## config.mk

```make
export PLATFORM = sky130hd
export DESIGN_NAME = layer_blend_unit
export DESIGN_NICKNAME = d
export VERILOG_FILES = /design/src/rtl/lbc_pkg.sv /design/src/rtl/lbc_expand.sv /design/src/rtl/lbc_weight.sv /design/src/rtl/lbc_mix_chan.sv /design/src/rtl/layer_blend_unit.sv
export SDC_FILE = /design/constraint.sdc
export NUM_CORES = 1
export LEC_CHECK = 0
export ABC_AREA = 1
export BUFFER_PORTS_ARGS = -buffer_cell sky130_fd_sc_hd__buf_2
export CAP_MARGIN = 10
export CELL_PAD_IN_SITES_DETAIL_PLACEMENT = 1
export CELL_PAD_IN_SITES_GLOBAL_PLACEMENT = 2
export CORE_MARGIN = 3
export CORE_UTILIZATION = 35
export DETAILED_ROUTE_END_ITERATION = 7
export PLACE_DENSITY = 0.87
export SYNTH_ARGS = -nofsm -noshare
export SYNTH_HDL_FRONTEND = slang
export SYNTH_HIERARCHICAL = 1
export SYNTH_SLANG_ARGS = --single-unit
```

## constraint.sdc

```tcl
create_clock -name clk -period 6.48 [get_ports clk]
set_input_delay 1.296 -clock clk [delete_from_list [all_inputs] [get_ports clk]]
set_output_delay 1.296 -clock clk [all_outputs]
set_load 0.05 [all_outputs]
```

## src/rtl/lbc_pkg.sv

```systemverilog
package lbc_pkg;

    typedef enum logic {
        LAYER_SPRITE = 1'b0,
        LAYER_3D     = 1'b1
    } layer_e;

    localparam int unsigned NCH = 3;

endpackage

```

## src/rtl/lbc_expand.sv

```systemverilog
module lbc_expand #(
    parameter int unsigned CW  = 5,
    parameter int unsigned NCH = 3,
    localparam int unsigned XW = CW + 1
) (
    input  logic [NCH*CW-1:0] narrow_i,
    output logic [NCH*XW-1:0] wide_o
);

    for (genvar c = 0; c < NCH; c++) begin : g_ch
        // widen by doubling: shift left one, low bit zero
        assign wide_o[c*XW +: XW] = {narrow_i[c*CW +: CW], 1'b0};
    end

endmodule

```

## src/rtl/lbc_weight.sv

```systemverilog
module lbc_weight #(
    parameter int unsigned AW     = 5,
    parameter int unsigned SPR_AW = 4,
    localparam int unsigned WW    = AW + 1
) (
    input  logic          is_3d_i,
    input  logic [AW-1:0] alpha_i,
    output logic [WW-1:0] eva_o,
    output logic [WW-1:0] evb_o,
    output logic          low_alpha_o,
    output logic          shown_o
);

    localparam logic [WW-1:0] SPR_SCALE = WW'(1 << SPR_AW);
    localparam logic [WW-1:0] TD_SCALE  = WW'(1 << AW);

    logic [SPR_AW-1:0] spr_alpha;

    always_comb begin
        spr_alpha = alpha_i[SPR_AW-1:0];
        if (is_3d_i) begin
            eva_o       = WW'(alpha_i) + WW'(1);
            evb_o       = TD_SCALE - eva_o;
            shown_o     = (alpha_i != '0);
            low_alpha_o = ~alpha_i[AW-1];
        end else begin
            eva_o       = WW'(spr_alpha) + WW'(1);
            evb_o       = SPR_SCALE - eva_o;
            shown_o     = (spr_alpha != '0);
            low_alpha_o = 1'b0;
        end
    end

endmodule

```

## src/rtl/lbc_mix_chan.sv

```systemverilog
module lbc_mix_chan #(
    parameter int unsigned XW     = 6,
    parameter int unsigned AW     = 5,
    parameter int unsigned SPR_AW = 4,
    localparam int unsigned WW    = AW + 1,
    localparam int unsigned SW    = XW + WW + 1
) (
    input  logic [XW-1:0] top_i,
    input  logic [XW-1:0] bot_i,
    input  logic [WW-1:0] eva_i,
    input  logic [WW-1:0] evb_i,
    input  logic          is_3d_i,
    input  logic          bump_i,
    input  logic          blend_i,
    output logic [XW-1:0] res_o
);

    localparam logic [SW-1:0] MAXV = SW'((1 << XW) - 1);

    logic [SW-1:0] sum;
    logic [SW-1:0] quot;
    logic [SW-1:0] adj;

    always_comb begin
        sum  = SW'(top_i) * SW'(eva_i) + SW'(bot_i) * SW'(evb_i);
        quot = is_3d_i ? (sum >> AW) : (sum >> SPR_AW);
        adj  = quot + SW'(bump_i);
        if (!blend_i) begin
            res_o = top_i;
        end else if (adj > MAXV) begin
            res_o = XW'(MAXV);
        end else begin
            res_o = adj[XW-1:0];
        end
    end

endmodule

```

## src/rtl/layer_blend_unit.sv

```systemverilog
module layer_blend_unit #(
    parameter int unsigned CW     = 5,
    parameter int unsigned AW     = 5,
    parameter int unsigned SPR_AW = 4
) (
    input  logic                 clk,
    input  logic                 rst_n,
    input  logic                 in_valid,
    input  logic [3*CW-1:0]      in_top_rgb,
    input  logic [3*CW-1:0]      in_bot_rgb,
    input  logic                 in_is_3d,
    input  logic [AW-1:0]        in_alpha,
    input  logic                 in_bot_target,
    output logic                 out_valid,
    output logic [3*(CW+1)-1:0]  out_rgb,
    output logic                 out_visible
);

    import lbc_pkg::*;

    localparam int unsigned XW = CW + 1;
    localparam int unsigned WW = AW + 1;
    localparam int unsigned PW = NCH * XW;

    typedef struct packed {
        logic          valid;
        logic [PW-1:0] top;
        logic [PW-1:0] bot;
        logic [WW-1:0] eva;
        logic [WW-1:0] evb;
        logic          is_3d;
        logic          bump;
        logic          blend;
        logic          shown;
    } stage1_t;

    typedef struct packed {
        logic          valid;
        logic [PW-1:0] rgb;
        logic          shown;
    } stage2_t;

    stage1_t s1_d, s1_q;
    stage2_t s2_d, s2_q;

    logic [PW-1:0] top_wide;
    logic [PW-1:0] bot_wide;
    logic [WW-1:0] eva;
    logic [WW-1:0] evb;
    logic          low_alpha;
    logic          shown;
    logic [PW-1:0] mixed;
    layer_e        kind;

    assign kind = layer_e'(in_is_3d);

    lbc_expand #(.CW(CW), .NCH(NCH)) u_exp_top (
        .narrow_i (in_top_rgb),
        .wide_o   (top_wide)
    );

    lbc_expand #(.CW(CW), .NCH(NCH)) u_exp_bot (
        .narrow_i (in_bot_rgb),
        .wide_o   (bot_wide)
    );

    lbc_weight #(.AW(AW), .SPR_AW(SPR_AW)) u_weight (
        .is_3d_i     (kind == LAYER_3D),
        .alpha_i     (in_alpha),
        .eva_o       (eva),
        .evb_o       (evb),
        .low_alpha_o (low_alpha),
        .shown_o     (shown)
    );

    // stage 1: widened colours and weights
    always_comb begin
        s1_d.valid = in_valid;
        s1_d.top   = top_wide;
        s1_d.bot   = bot_wide;
        s1_d.eva   = eva;
        s1_d.evb   = evb;
        s1_d.is_3d = (kind == LAYER_3D);
        s1_d.blend = in_bot_target;
        s1_d.bump  = in_bot_target & low_alpha;
        s1_d.shown = shown;
    end

    for (genvar c = 0; c < NCH; c++) begin : g_mix
        lbc_mix_chan #(.XW(XW), .AW(AW), .SPR_AW(SPR_AW)) u_chan (
            .top_i   (s1_q.top[c*XW +: XW]),
            .bot_i   (s1_q.bot[c*XW +: XW]),
            .eva_i   (s1_q.eva),
            .evb_i   (s1_q.evb),
            .is_3d_i (s1_q.is_3d),
            .bump_i  (s1_q.bump),
            .blend_i (s1_q.blend),
            .res_o   (mixed[c*XW +: XW])
        );
    end

    // stage 2: mixed colour, zeroed when hidden
    always_comb begin
        s2_d.valid = s1_q.valid;
        s2_d.shown = s1_q.shown;
        s2_d.rgb   = s1_q.shown ? mixed : '0;
    end

    always_ff @(posedge clk) begin
        if (!rst_n) begin
            s1_q <= '0;
            s2_q <= '0;
        end else begin
            s1_q <= s1_d;
            s2_q <= s2_d;
        end
    end

    assign out_valid   = s2_q.valid;
    assign out_rgb     = s2_q.rgb;
    assign out_visible = s2_q.shown;

    function automatic logic [PW-1:0] widen_ref(input logic [3*CW-1:0] v);
        logic [PW-1:0] w;
        for (int c = 0; c < NCH; c++) begin
            w[c*XW +: XW] = {v[c*CW +: CW], 1'b0};
        end
        return w;
    endfunction

    a_r9_latency: assert property (@(posedge clk) disable iff (!rst_n)
        in_valid |-> ##2 out_valid);

    a_r4_sprite_hidden: assert property (@(posedge clk) disable iff (!rst_n)
        (!in_is_3d && in_alpha[SPR_AW-1:0] == '0) |-> ##2 !out_visible);

    a_r7_3d_hidden: assert property (@(posedge clk) disable iff (!rst_n)
        (in_is_3d && in_alpha == '0) |-> ##2 !out_visible);

    a_r4_hidden_black: assert property (@(posedge clk) disable iff (!rst_n)
        !out_visible |-> (out_rgb == '0));

    a_r1_pass_through: assert property (@(posedge clk) disable iff (!rst_n)
        (!in_bot_target && (in_is_3d ? (in_alpha != '0) : (in_alpha[SPR_AW-1:0] != '0)))
        |-> ##2 (out_rgb == widen_ref($past(in_top_rgb, 2))));

endmodule

```

==> metrics.txt <==
post-synthesis mux area share 0%; drt drc 0; Critical R2R Capture out_rgb[17]$_SDFF_PN0_; worst-margin pin slew 799 ps; PnR worst setup slack 629 ps; Syn Inst Count 1,612; reg2reg start s1_q[4]$_SDFF_PN0_; Setup Skew 12.0 ps; Synth top cells by count nand2_1 (446), inv_1 (445), fa_1 (144); port bufs 59; top cell type's share of synthesized area 24.6%; number of synthesized flops with an enable pin 0; main combinational cell family by area after synthesis adder cells; achievable clock frequency 171 MHz; ranking of synthesized cells by area fa_1 (25%), nand2_1 (14%), inv_1 (14%); dpl cells 2,083; RSZ-0062 raised after global routing no; Avg WL per Cell 14.2 um; core footprint 32,800 um2; multi-input gate area in the final layout 8230 um2; PwrDens 142 nW/um2; top cell type by total area after synthesis fa_1; clock latency on the worst-skew pair 360 ps; clock sinks 73; relative slew slack 46.7%; adder-cell share of the synthesized area 37.3%; r2r worst-path depth 27; Core Util, Final 38.6%; row cnt 66; min cycle time layout 5850 ps; antenna cells 0; CP max FO 18; drt initial violations 282; Synth Flop Type dfxtp_1; fin cells 2,099; hold depth 2; Layout Nets 1,955; first-pass GRT wire length 50.6 mm; GRT Overall Usage 17.5%; TritonRoute pass-1 iters 4; Post-Synth Simple-Gate Area 29.6%; # IOs 60; Placer Congestion 0.805; TritonCTS Buffers 9; fill count 4,160; min-delay worst type reg2reg; via count 9,517; CTS root buffer clkbuf_16; Max Slew Vio Count 0; number of setup buffers added after CTS 0; Initial Util 35.8%; setup TNS 0 ps; Final Setup Violations 0; worst slack at placement 650 ps; Synth Warn # 6; Avg Inst Size Synth 7.28 um2; WS Path Type reg2reg; nature of the critical path endpoint register; Hold Path Origin s1_q[52]$_SDFF_PN0_; hold path endpoint out_valid$_SDFF_PN0_; drt via density 4.53; Clock Path Buffers 2; final wirelength 29.8 mm; Clock Pin Slew Worst Setup and Hold Paths 70 ps; initial antenna violation count 0; synthesis-to-finish area growth 7.77%; Overflow after GRT 0; Final Hold Vio Count 0; Die X 189 um; cts hold-fix bufs 0; most common cell in the netlist nand2_1; Seq cells post-synth 73; layout cell share with drive strength beyond 1 13.1%; post-synthesis async set-or-reset flop share 0%; CTS tree built; full die area 35,800 um2; Mapped Area 11,700 um2; Critical Path Start Type register; register area 1460 um2; CP arrival 6130 ps; Synth Area in Compound Gates 2.43%; WP data required 6760 ps; CTS H-tree depth 3; dpl hpwl 24.8 mm; Post-DRT Antenna Nets 0; worst vdd ir 0.000109 V; die height 189 um; R2R setup slack 630 ps; number of global-route vias before repair 10,481; sequential fraction of the synthesis area 12.5%; P_leak 0.00833 uW; Post-CTS Resized 0; synthesized-area fraction occupied by xor and xnor cells 0.597%; fin crit share 90.3%; status finished, final reports clean; largest net degree at the start of global routing 55; Netlist cell types 41; Max Cap Viol 0
[power by group]
group,internal (uW),switching (uW)
logic,267,451
clock network,306,242
registers,472,53.5
[how the worst max path moves through the flow]
stage | start | endpoint | cells after the start
5_1_grt | s1_q[4]$_SDFF_PN0_ | out_rgb[12]$_SDFF_PN0_ | 27
4_1_cts | s1_q[4]$_SDFF_PN0_ | out_rgb[17]$_SDFF_PN0_ | 27
3_5_place_dp | s1_q[4]$_SDFF_PN0_ | out_rgb[12]$_SDFF_PN0_ | 27
2_1_floorplan | s1_q[6]$_SDFF_PN0_ | out_rgb[10]$_SDFF_PN0_ | 28
3_3_place_gp | s1_q[4]$_SDFF_PN0_ | out_rgb[16]$_SDFF_PN0_ | 26
6_report | s1_q[4]$_SDFF_PN0_ | out_rgb[17]$_SDFF_PN0_ | 27
[metrics by stage]
stage,total power [uW],hold WS [ps],cell area (um2)
floorplan,1090,390,11700
global placement,1240,398,12300
detailed placement,1270,404,12300
CTS,1830,421,12600
global route,1950,445,12600
finish,1790,414,12600
[layer usage]
metal | routed length [um] | global-route usage (%)
met4 | 652 | 4.90
met1 | 13700 | 21.7
met5 | 0 | 0
met2 | 14900 | 32.1
met3 | 579 | 1.96
[sequential cells by signal, summed over array words and instances (netlist names)]
| register | flops |
|---|---|
| s1_q | 53 |
| out_rgb | 18 |
| out_valid | 1 |
| out_visible | 1 |
[cells in the final DEF (no fill, tap or decap), drive strengths merged, types with 2 or more instances in the layout]
master | synthesis | final
nand2 | 502 | 502
inv | 445 | 448
fa | 144 | 144
ha | 119 | 119
nand3 | 114 | 114
buf | 49 | 76
dfxtp | 73 | 73
nor2 | 71 | 71
or2 | 21 | 21
a21oi | 20 | 20
o21ai | 11 | 11
clkbuf | 2 | 9
xor2 | 7 | 7
conb | 2 | 6
nand4 | 5 | 5
o21bai | 4 | 4
nor3 | 4 | 4
clkinv | 0 | 3
nand3b | 3 | 3
o211ai | 3 | 3
a31oi | 3 | 3
o22ai | 2 | 2
and2 | 2 | 2
a21o | 2 | 2
a21boi | 2 | 2
[critical path, stage by stage (launching register included)]
cell,delay [ps]
dfxtp_1,810
nand2_1,190
fa_1,560
inv_1,50
ha_1,300
fa_1,510
fa_1,530
fa_1,500
ha_1,390
nand2_1,90
nand2_1,80
inv_1,80
nand2_1,50
nand2_1,70
nand2_1,70
o21ai_0,150
ha_1,290
ha_1,230
nand3_1,130
nor2_2,120
nand2_2,80
nor2_4,130
nor2_4,60
nand2_1,60
nor2_1,40
nor2_1,80
inv_1,40
nor2_1,90
[kinds of logic (layout without fill, tap and decap cells)]
logic type,after synthesis,count (layout)
AOI/OAI and AO/OA,48,48
other,2,6
and+or+nand+nor,722,722
DFF,73,73
buffers and inverters,496,537
xor gates and xnor gates,8,8
adders and majority gates,263,263
[area by class of cell]
class	instances	share of cell area, %
Clock buffer	9	1.78
Clock inverter	7	0.673
Sequential cell	73	11.6
Timing Repair Buffer	76	3.34
Multi-Input combinational cell	1047	65.1
Inverter	445	13.2
Tap cell	442	4.37
Note: power is estimated with default switching activity, not from simulation.
